==> src/rtl/rstwd_pkg.sv <==
package rstwd_pkg;

  typedef enum logic [2:0] {
    ST_WAIT_PG = 3'd0,
    ST_REL     = 3'd1,
    ST_START   = 3'd2,
    ST_WATCH   = 3'd3,
    ST_WDRST   = 3'd4,
    ST_CFG     = 3'd5
  } rstwd_state_e;

endpackage

==> src/rtl/rstwd_sync.sv <==
module rstwd_sync #(
  parameter int STAGES = 2
) (
  input  logic clk,
  input  logic rst,
  input  logic din,
  output logic dout
);

  logic [STAGES-1:0] chain;

  always_ff @(posedge clk) begin
    if (rst) chain <= '0;
    else     chain <= {chain[STAGES-2:0], din};
  end

  assign dout = chain[STAGES-1];

endmodule

==> src/rtl/rstwd_timer.sv <==
module rstwd_timer #(
  parameter int CNT_W = 16
) (
  input  logic             clk,
  input  logic             rst,
  input  logic             load,
  input  logic [CNT_W-1:0] load_val,
  output logic             done
);

  logic [CNT_W-1:0] cnt;

  always_ff @(posedge clk) begin
    if (rst)              cnt <= '0;
    else if (load)        cnt <= load_val;
    else if (cnt != '0)   cnt <= cnt - 1'b1;
  end

  // Phase ends when one cycle or less remains, so 0 and 1 both give one cycle.
  assign done = (cnt[CNT_W-1:1] == '0);

  a_r9_load_captures: assert property (@(posedge clk) disable iff (rst)
    load |=> (cnt == $past(load_val)));

  a_r6_idle_holds_zero: assert property (@(posedge clk) disable iff (rst)
    (!load && cnt == '0) |=> (cnt == '0));

endmodule

==> src/rtl/rst_watchdog_gen.sv <==
module rst_watchdog_gen
  import rstwd_pkg::*;
#(
  parameter int CNT_W        = 16,
  parameter int SYNC_STAGES  = 2,
  parameter int CFG_HOLD_CYC = 16
) (
  input  logic             clk,
  input  logic             rst,
  input  logic             pgood_in,
  input  logic             wdi_in,
  input  logic             cfg_update,
  input  logic [CNT_W-1:0] cfg_release_dly,
  input  logic [CNT_W-1:0] cfg_start_time,
  input  logic [CNT_W-1:0] cfg_wd_period,
  input  logic [CNT_W-1:0] cfg_reset_time,
  output logic             sys_rst_n,
  output logic             wd_cause
);

  localparam logic [CNT_W-1:0] HOLD_VAL = CNT_W'(CFG_HOLD_CYC);

  logic         pg_s, wdi_s, wdi_q, kick;
  logic         tmr_load, tmr_done;
  logic [CNT_W-1:0] tmr_val;
  rstwd_state_e state, nstate;
  logic         cause_n;

  rstwd_sync #(.STAGES(SYNC_STAGES)) u_pg_sync (
    .clk(clk), .rst(rst), .din(pgood_in), .dout(pg_s)
  );

  rstwd_sync #(.STAGES(SYNC_STAGES)) u_wdi_sync (
    .clk(clk), .rst(rst), .din(wdi_in), .dout(wdi_s)
  );

  always_ff @(posedge clk) begin
    if (rst) wdi_q <= 1'b0;
    else     wdi_q <= wdi_s;
  end

  assign kick = wdi_s & ~wdi_q;

  rstwd_timer #(.CNT_W(CNT_W)) u_timer (
    .clk(clk), .rst(rst), .load(tmr_load), .load_val(tmr_val), .done(tmr_done)
  );

  // Sequencer: power loss wins over reconfiguration, which wins over phases.
  always_comb begin
    nstate   = state;
    tmr_load = 1'b0;
    tmr_val  = '0;
    cause_n  = wd_cause;
    if (!pg_s) begin
      nstate  = ST_WAIT_PG;
      cause_n = 1'b0;
    end else if (cfg_update) begin
      nstate   = ST_CFG;
      tmr_load = 1'b1;
      tmr_val  = HOLD_VAL;
    end else begin
      case (state)
        ST_WAIT_PG: begin
          nstate   = ST_REL;
          tmr_load = 1'b1;
          tmr_val  = cfg_release_dly;
        end
        ST_REL: if (tmr_done) begin
          nstate   = ST_START;
          tmr_load = 1'b1;
          tmr_val  = cfg_start_time;
        end
        ST_START: if (tmr_done) begin
          nstate   = ST_WATCH;
          tmr_load = 1'b1;
          tmr_val  = cfg_wd_period;
        end
        ST_WATCH: begin
          if (kick) begin
            tmr_load = 1'b1;
            tmr_val  = cfg_wd_period;
          end else if (tmr_done) begin
            nstate   = ST_WDRST;
            tmr_load = 1'b1;
            tmr_val  = cfg_reset_time;
            cause_n  = 1'b1;
          end
        end
        ST_WDRST: if (tmr_done) begin
          nstate   = ST_START;
          tmr_load = 1'b1;
          tmr_val  = cfg_start_time;
        end
        ST_CFG: if (tmr_done) nstate = ST_WAIT_PG;
        default: nstate = ST_WAIT_PG;
      endcase
    end
  end

  always_ff @(posedge clk) begin
    if (rst) begin
      state     <= ST_WAIT_PG;
      sys_rst_n <= 1'b0;
      wd_cause  <= 1'b0;
    end else begin
      state     <= nstate;
      sys_rst_n <= (nstate == ST_START) || (nstate == ST_WATCH);
      wd_cause  <= cause_n;
    end
  end

  a_r3_pg_loss_asserts: assert property (@(posedge clk) disable iff (rst)
    !pg_s |=> !sys_rst_n);

  a_r7_cfg_forces_reset: assert property (@(posedge clk) disable iff (rst)
    (pg_s && cfg_update) |=> !sys_rst_n);

  a_r8_cause_with_expiry: assert property (@(posedge clk) disable iff (rst)
    $rose(wd_cause) |-> $fell(sys_rst_n));

  a_r2_release_needs_pg: assert property (@(posedge clk) disable iff (rst)
    $rose(sys_rst_n) |-> $past(pg_s));

  a_r5_kick_keeps_release: assert property (@(posedge clk) disable iff (rst)
    (state == ST_WATCH && kick && pg_s && !cfg_update) |=> sys_rst_n);

endmodule

==> config.mk <==
export PLATFORM = sky130hd
export DESIGN_NAME = rst_watchdog_gen
export DESIGN_NICKNAME = d
export VERILOG_FILES = /design/src/rtl/rstwd_pkg.sv /design/src/rtl/rstwd_sync.sv /design/src/rtl/rstwd_timer.sv /design/src/rtl/rst_watchdog_gen.sv
export SDC_FILE = /design/constraint.sdc
export NUM_CORES = 1
export LEC_CHECK = 0
export ABC_AREA = 1
export BUFFER_PORTS_ARGS = -buffer_cell sky130_fd_sc_hd__buf_2
export CAP_MARGIN = 10
export CORE_MARGIN = 8
export CORE_UTILIZATION = 30
export DETAILED_ROUTE_END_ITERATION = 8
export HOLD_SLACK_MARGIN = 0.12
export PLACE_DENSITY = 0.51
export SYNTH_ARGS = -nofsm -noshare
export SYNTH_HDL_FRONTEND = slang
export SYNTH_SLANG_ARGS = --single-unit
==> constraint.sdc <==
create_clock -name clk -period 3.74 [get_ports clk]
set_input_delay 0.187 -clock clk [delete_from_list [all_inputs] [get_ports clk]]
set_output_delay 0.187 -clock clk [all_outputs]
set_load 0.02 [all_outputs]
# ---- Yosys cells after proc, flatten, opt, wreduce, memory -nomap -nowiden
# Index checks and enable logic that the tools add are counted.
dict set report totals {
  regBits 26
  out_inout_bits 2
}
dict set report op_classes {
  addsub 1
  eq_ne 7
  n_mux 22
  bitwise 5
  reduce_logical 9
}
# cell count
set op_table {}
lappend op_table {{2-to-1 mux 16 bit} 8}
lappend op_table {{one-hot mux 16 bit (4 select lines)} 1}
lappend op_table {{2-to-1 mux 3 bit} 7}
lappend op_table {{nonzero test 16 bit} 1}
lappend op_table {{subtractor 16 x 1 -> 16 bit (second input constant)} 1}
lappend op_table {{logical NOT 15 bit} 1}
lappend op_table {{one-hot mux 3 bit (5 select lines)} 1}
lappend op_table {{equality test 3 x 2 -> 1 bit (second input constant)} 4}
lappend op_table {{equality test 3 bit (second input constant)} 2}
lappend op_table {{2-to-1 mux 1 bit} 4}
lappend op_table {{inverter 1 bit} 4}
lappend op_table {{AND reduction 4 bit} 1}
lappend op_table {{OR reduction 2 bit} 2}
lappend op_table {{equality test 3 x 1 -> 1 bit (second input constant)} 1}
lappend op_table {{logical NOT 3 bit} 1}
lappend op_table {{one-hot mux 1 bit (3 select lines)} 1}
lappend op_table {{OR reduction 3 bit} 1}
lappend op_table {{nonzero test 2 bit} 1}
lappend op_table {{AND 1 bit} 1}
lappend op_table {{logical OR 1 bit} 1}

# ---- Depth between registers and ports, before layout
dict set report depth {
  word_depth 8
  ltp_mapped 12
  ltp_nobuf 11
}

# ---- By module
# Synthesis repeated with hierarchy kept, for this count alone.
dict set report unflattened {
  cells_unflattened 469
  hier_area_um2 2518.7
}
# mod instances cells_per_inst area_each_um2 seq_area_each_um2
set by_module_without_submodules {}
lappend by_module_without_submodules {rst_watchdog_gen 1 265 1247.4 120.1}
lappend by_module_without_submodules {rstwd_timer 1 192 1161.1 320.3}
lappend by_module_without_submodules {rstwd_sync 2 6 55.1 40.0}

# ---- Least setup slack after synthesis
# No wires, ideal clock.
dict set report synth_path {
  kind {reg-to-reg}
  start {reg u_timer.cnt[0]}
  end {reg u_timer.cnt[4]}
  setup_ns 0.126
  t_arrival_ns 1.514
  required_time_ns 3.614
  path_slack_ns 2.100
  path_stages_with_launch 13
  period_less_slack_ns 1.640
  path_cell_list {dfxtp_1 > inv_1 > ha_1 > inv_1 > nor2_1 > nand3_1 > nor2_1 > nand2_1 > nor2_1 > buf_2 > o21ai_0 > o21ai_0 > nor2_1}
}
dict set report synth_via {
  elab_chain_cells 3
}
# element line_no
set synth_lines {}
lappend synth_lines {{start, declared} rstwd_timer.sv:11} ;# logic [CNT_W-1:0] cnt;
lappend synth_lines {{start signal, assigned} rstwd_timer.sv:15} ;# else if (load) cnt <= load_val;
lappend synth_lines {{start signal, assigned} rstwd_timer.sv:16} ;# else if (cnt != '0) cnt <= cnt - 1'b1;
lappend synth_lines {{subtractor 16 x 1 -> 16 bit} rstwd_timer.sv:16}
lappend synth_lines {{2-to-1 mux 16 bit} rstwd_timer.sv:16}
lappend synth_lines {{2-to-1 mux 16 bit} rstwd_timer.sv:15}
# Several ways; a longest one is shown, not always the timed one. The select of a mux whose other input is x is not followed.
# A chain may end at the register's enable or synchronous reset.

# ---- Final worst setup path
dict set report layout_path {
  start {reg u_timer.cnt[0]}
  end {reg u_timer.cnt[10]}
}
# The elaborated chain is that of the path after synthesis.

==> run metrics <==
Critical Path Source Type flip-flop; Worst-Margin Slew between 0.5 and 0.6 ns; delay-heaviest family, CP simple AND/OR/NAND/NOR gates; # Max-Cap Violations 0; Sequential cell area ~520 µm²; gpl congestion between 0.8 and 0.9; final wirelength 5790 µm; sequential element share of the synthesized area 0.263; Most used DFF post-synth dfxtp_1; DRC errors left 0; fin cells approximately 480; # IOs a little over 70; peak supply drop 0.000212 V; Setup Fix Bufs, Post-CTS 0; RSZ-0062 raised after global routing false; Crit. End Element flip-flop; fin nets about 470; period utilization 0.602; Rel. slew slack 0.608; crit path max fanout 13; worst stage delay on the critical path 0.45 ns; Rows 29; Multi-input gate area ~0.0011 mm²; Slew Viols, Final 0; CTS Root Cell clkbuf_8; Bufs on Longest Clock Path 2; Hold Fails Final Rpt 0; worst min-delay path class in -> reg; worst skew pair latency about 0.26 ns; Arr. time, crit path roughly 2.4 ns; post-route ant nets 0; Clock Skew roughly 0.0025 ns; initial antenna violation count 0; post_cts resized 0; area grow syn2layout 22.0%; Die X between 90 and 100 µm; Std-Cell Core Area 0.00635 mm²; number of flops mapped to enable cells by yosys 0; H-tree Lvls 1; Final setup viols 0; Initial DRT Pass Iterations 4; Cell variety after synth 29; average wire per standard cell approximately 12 µm; DP Cell Count around 470; Hold Worst Slack roughly 0.19 ns; R2R setup slack about 1.5 ns; Total Power approximately 1.2 mW; worst path bufs/invs 2; CTS Buf Count 3; Crit path top cell by count nor2_1; Setup CP Type reg -> reg; TritonCTS clock tree yes; CP Cell Sequence inv_1 -> ha_1 -> inv_1 -> nor2_1 -> nand3_1 -> nor2_1 -> nand2_1 -> nor2_1 -> nand2_1 -> nand2_2 -> a21oi_1; Synth Register Bits 26; pwr/cell area 515 mW/mm²; DIE AREA about 0.0094 mm²; final worst path period need 2.25 ns; n_diodes 0; # fillers approximately 700; Warnings, synthesis 0; routed vias ~2200; first-pass GRT wire length 9680 µm; number of global-route vias before repair 2166; FMAX 444 MHz; Detailed Route Iter0 Violations slightly above 70; Gate Count Post-Synth 337; status finished, final reports clean; LEAKAGE ~1.3 nW; Initial Utilization 0.311; Die Height about 97 µm; Slowest-stage cell, CP nor2_1; global route overflow 0; async set-reset flop share out of synthesis 0; port bufs 70; syn_nets about 400; Via density roughly 4.6; largest net degree at the start of global routing 21; Mapped Area between 0.0015 and 0.002 mm²; All-Layer GR Usage 0.119; Avg Cell Area, Syn approximately 6 µm²; CTS Sinks 26; CTS clk-pin slew, worst paths 0.08 ns; dpl hpwl about 4800 µm; WP data required between 3 and 4 ns; fraction of layout cells with a size suffix above 1 0.232; Final TNS setup 0 ns
-- synth_stat cells (2+ instances only) --
cell type | count | area share
nor2_1 | 73 | 0.14
xnor2_1 | 2 | 0.0089
a21boi_0 | 2 | 0.0076
buf_2 | 5 | 0.013
xor2_1 | 4 | 0.018
o31ai_1 | 2 | 0.0076
buf_6 | 3 | 0.017
o21ai_0 | 17 | 0.043
nand2_1 | 52 | 0.099
nand2_2 | 5 | 0.016
nor3_1 | 3 | 0.0076
clkbuf_1 | 2 | 0.0038
dfxtp_1 | 26 | 0.26
nand4_1 | 2 | 0.0063
a21oi_2 | 3 | 0.013
nand3_1 | 44 | 0.11
a21oi_1 | 13 | 0.033
nand2_4 | 2 | 0.011
inv_1 | 61 | 0.12
nand3_2 | 2 | 0.010
nor2_2 | 4 | 0.013
nor2_4 | 3 | 0.017
-- layout by cell type (no fill, tap or decap), types with 3 or more instances in the layout --
master / instances
nand2_2: 5
inv_1: 61
nor3_1: 3
dfxtp_1: 26
nand2_1: 52
nor2_2: 4
o21ai_0: 17
clkbuf_8: 3
a21oi_1: 13
a21oi_2: 3
xor2_1: 4
nand3_1: 44
nor2_4: 3
nor2_1: 73
buf_2: 70
-- timing repair --
item	CTS	global route
endpoints found under the setup margin	0	0
hold buffers	2	0
endpoints found under the hold margin	2	0
-- per-layer routing --
layer	track usage	vias to the layer above	share of wire
li1	-	1166	-
met1	0.127	978	0.43
met2	0.235	34	0.53
met3	0.0249	2	0.031
met4	0.0142	0	0.0033
met5	0	-	0
-- path summary, 6_finish.rpt --
check	startpoint	endpoint	depth (start not counted)
min	rst	u_pg_sync.chain[1]	2
min reg2reg	u_pg_sync.chain[0]	u_pg_sync.chain[1]	2
max	u_timer.cnt[0]	u_timer.cnt[10]	11
max reg2reg	u_timer.cnt[0]	u_timer.cnt[10]	11
-- final cells by class --
cell class / instances / area share
Multi-Input combinational cell: 238 / 0.477
Sequential cell: 26 / 0.216
Timing Repair Buffer: 72 / 0.154
Inverter: 62 / 0.0965
Tap cell: 77 / 0.0400
Clock buffer: 3 / 0.0171
-- logic make-up after synthesis --
| family | count (synthesis) | synth area share |
|---|---|---|
| xor+xnor | 6 | 0.0266 |
| flops | 26 | 0.263 |
| buf+inv | 73 | 0.155 |
| simple gates | 191 | 0.434 |
| fa+ha+maj | 1 | 0.00633 |
| compound gates | 40 | 0.115 |
-- state kept, by name, summed over array words and instances, names as in the netlist --
name              flops
u_timer.cnt          16
wd_cause              1
wdi_q                 1
u_wdi_sync.chain      2
sys_rst_n             1
state                 3
u_pg_sync.chain       2
-- through the flow --
stage           util  instance area [µm²]  setup WS (ns)
2_1_floorplan      -                 1980           2.10
3_3_place_gp   0.370                 2350           1.60
3_5_place_dp   0.370                 2350           1.49
4_1_cts        0.380                 2410           1.47
5_1_grt        0.380                 2410           1.09
6_report       0.380                 2410           1.49
-- where the power goes --
part	total, mW	switching (mW)	internal (mW)
logic	0.682	0.430	0.252
clock network	0.151	0.0790	0.0720
registers	0.408	0.0605	0.348
total	1.24	0.570	0.672
Power figures use the tool's default switching activity.
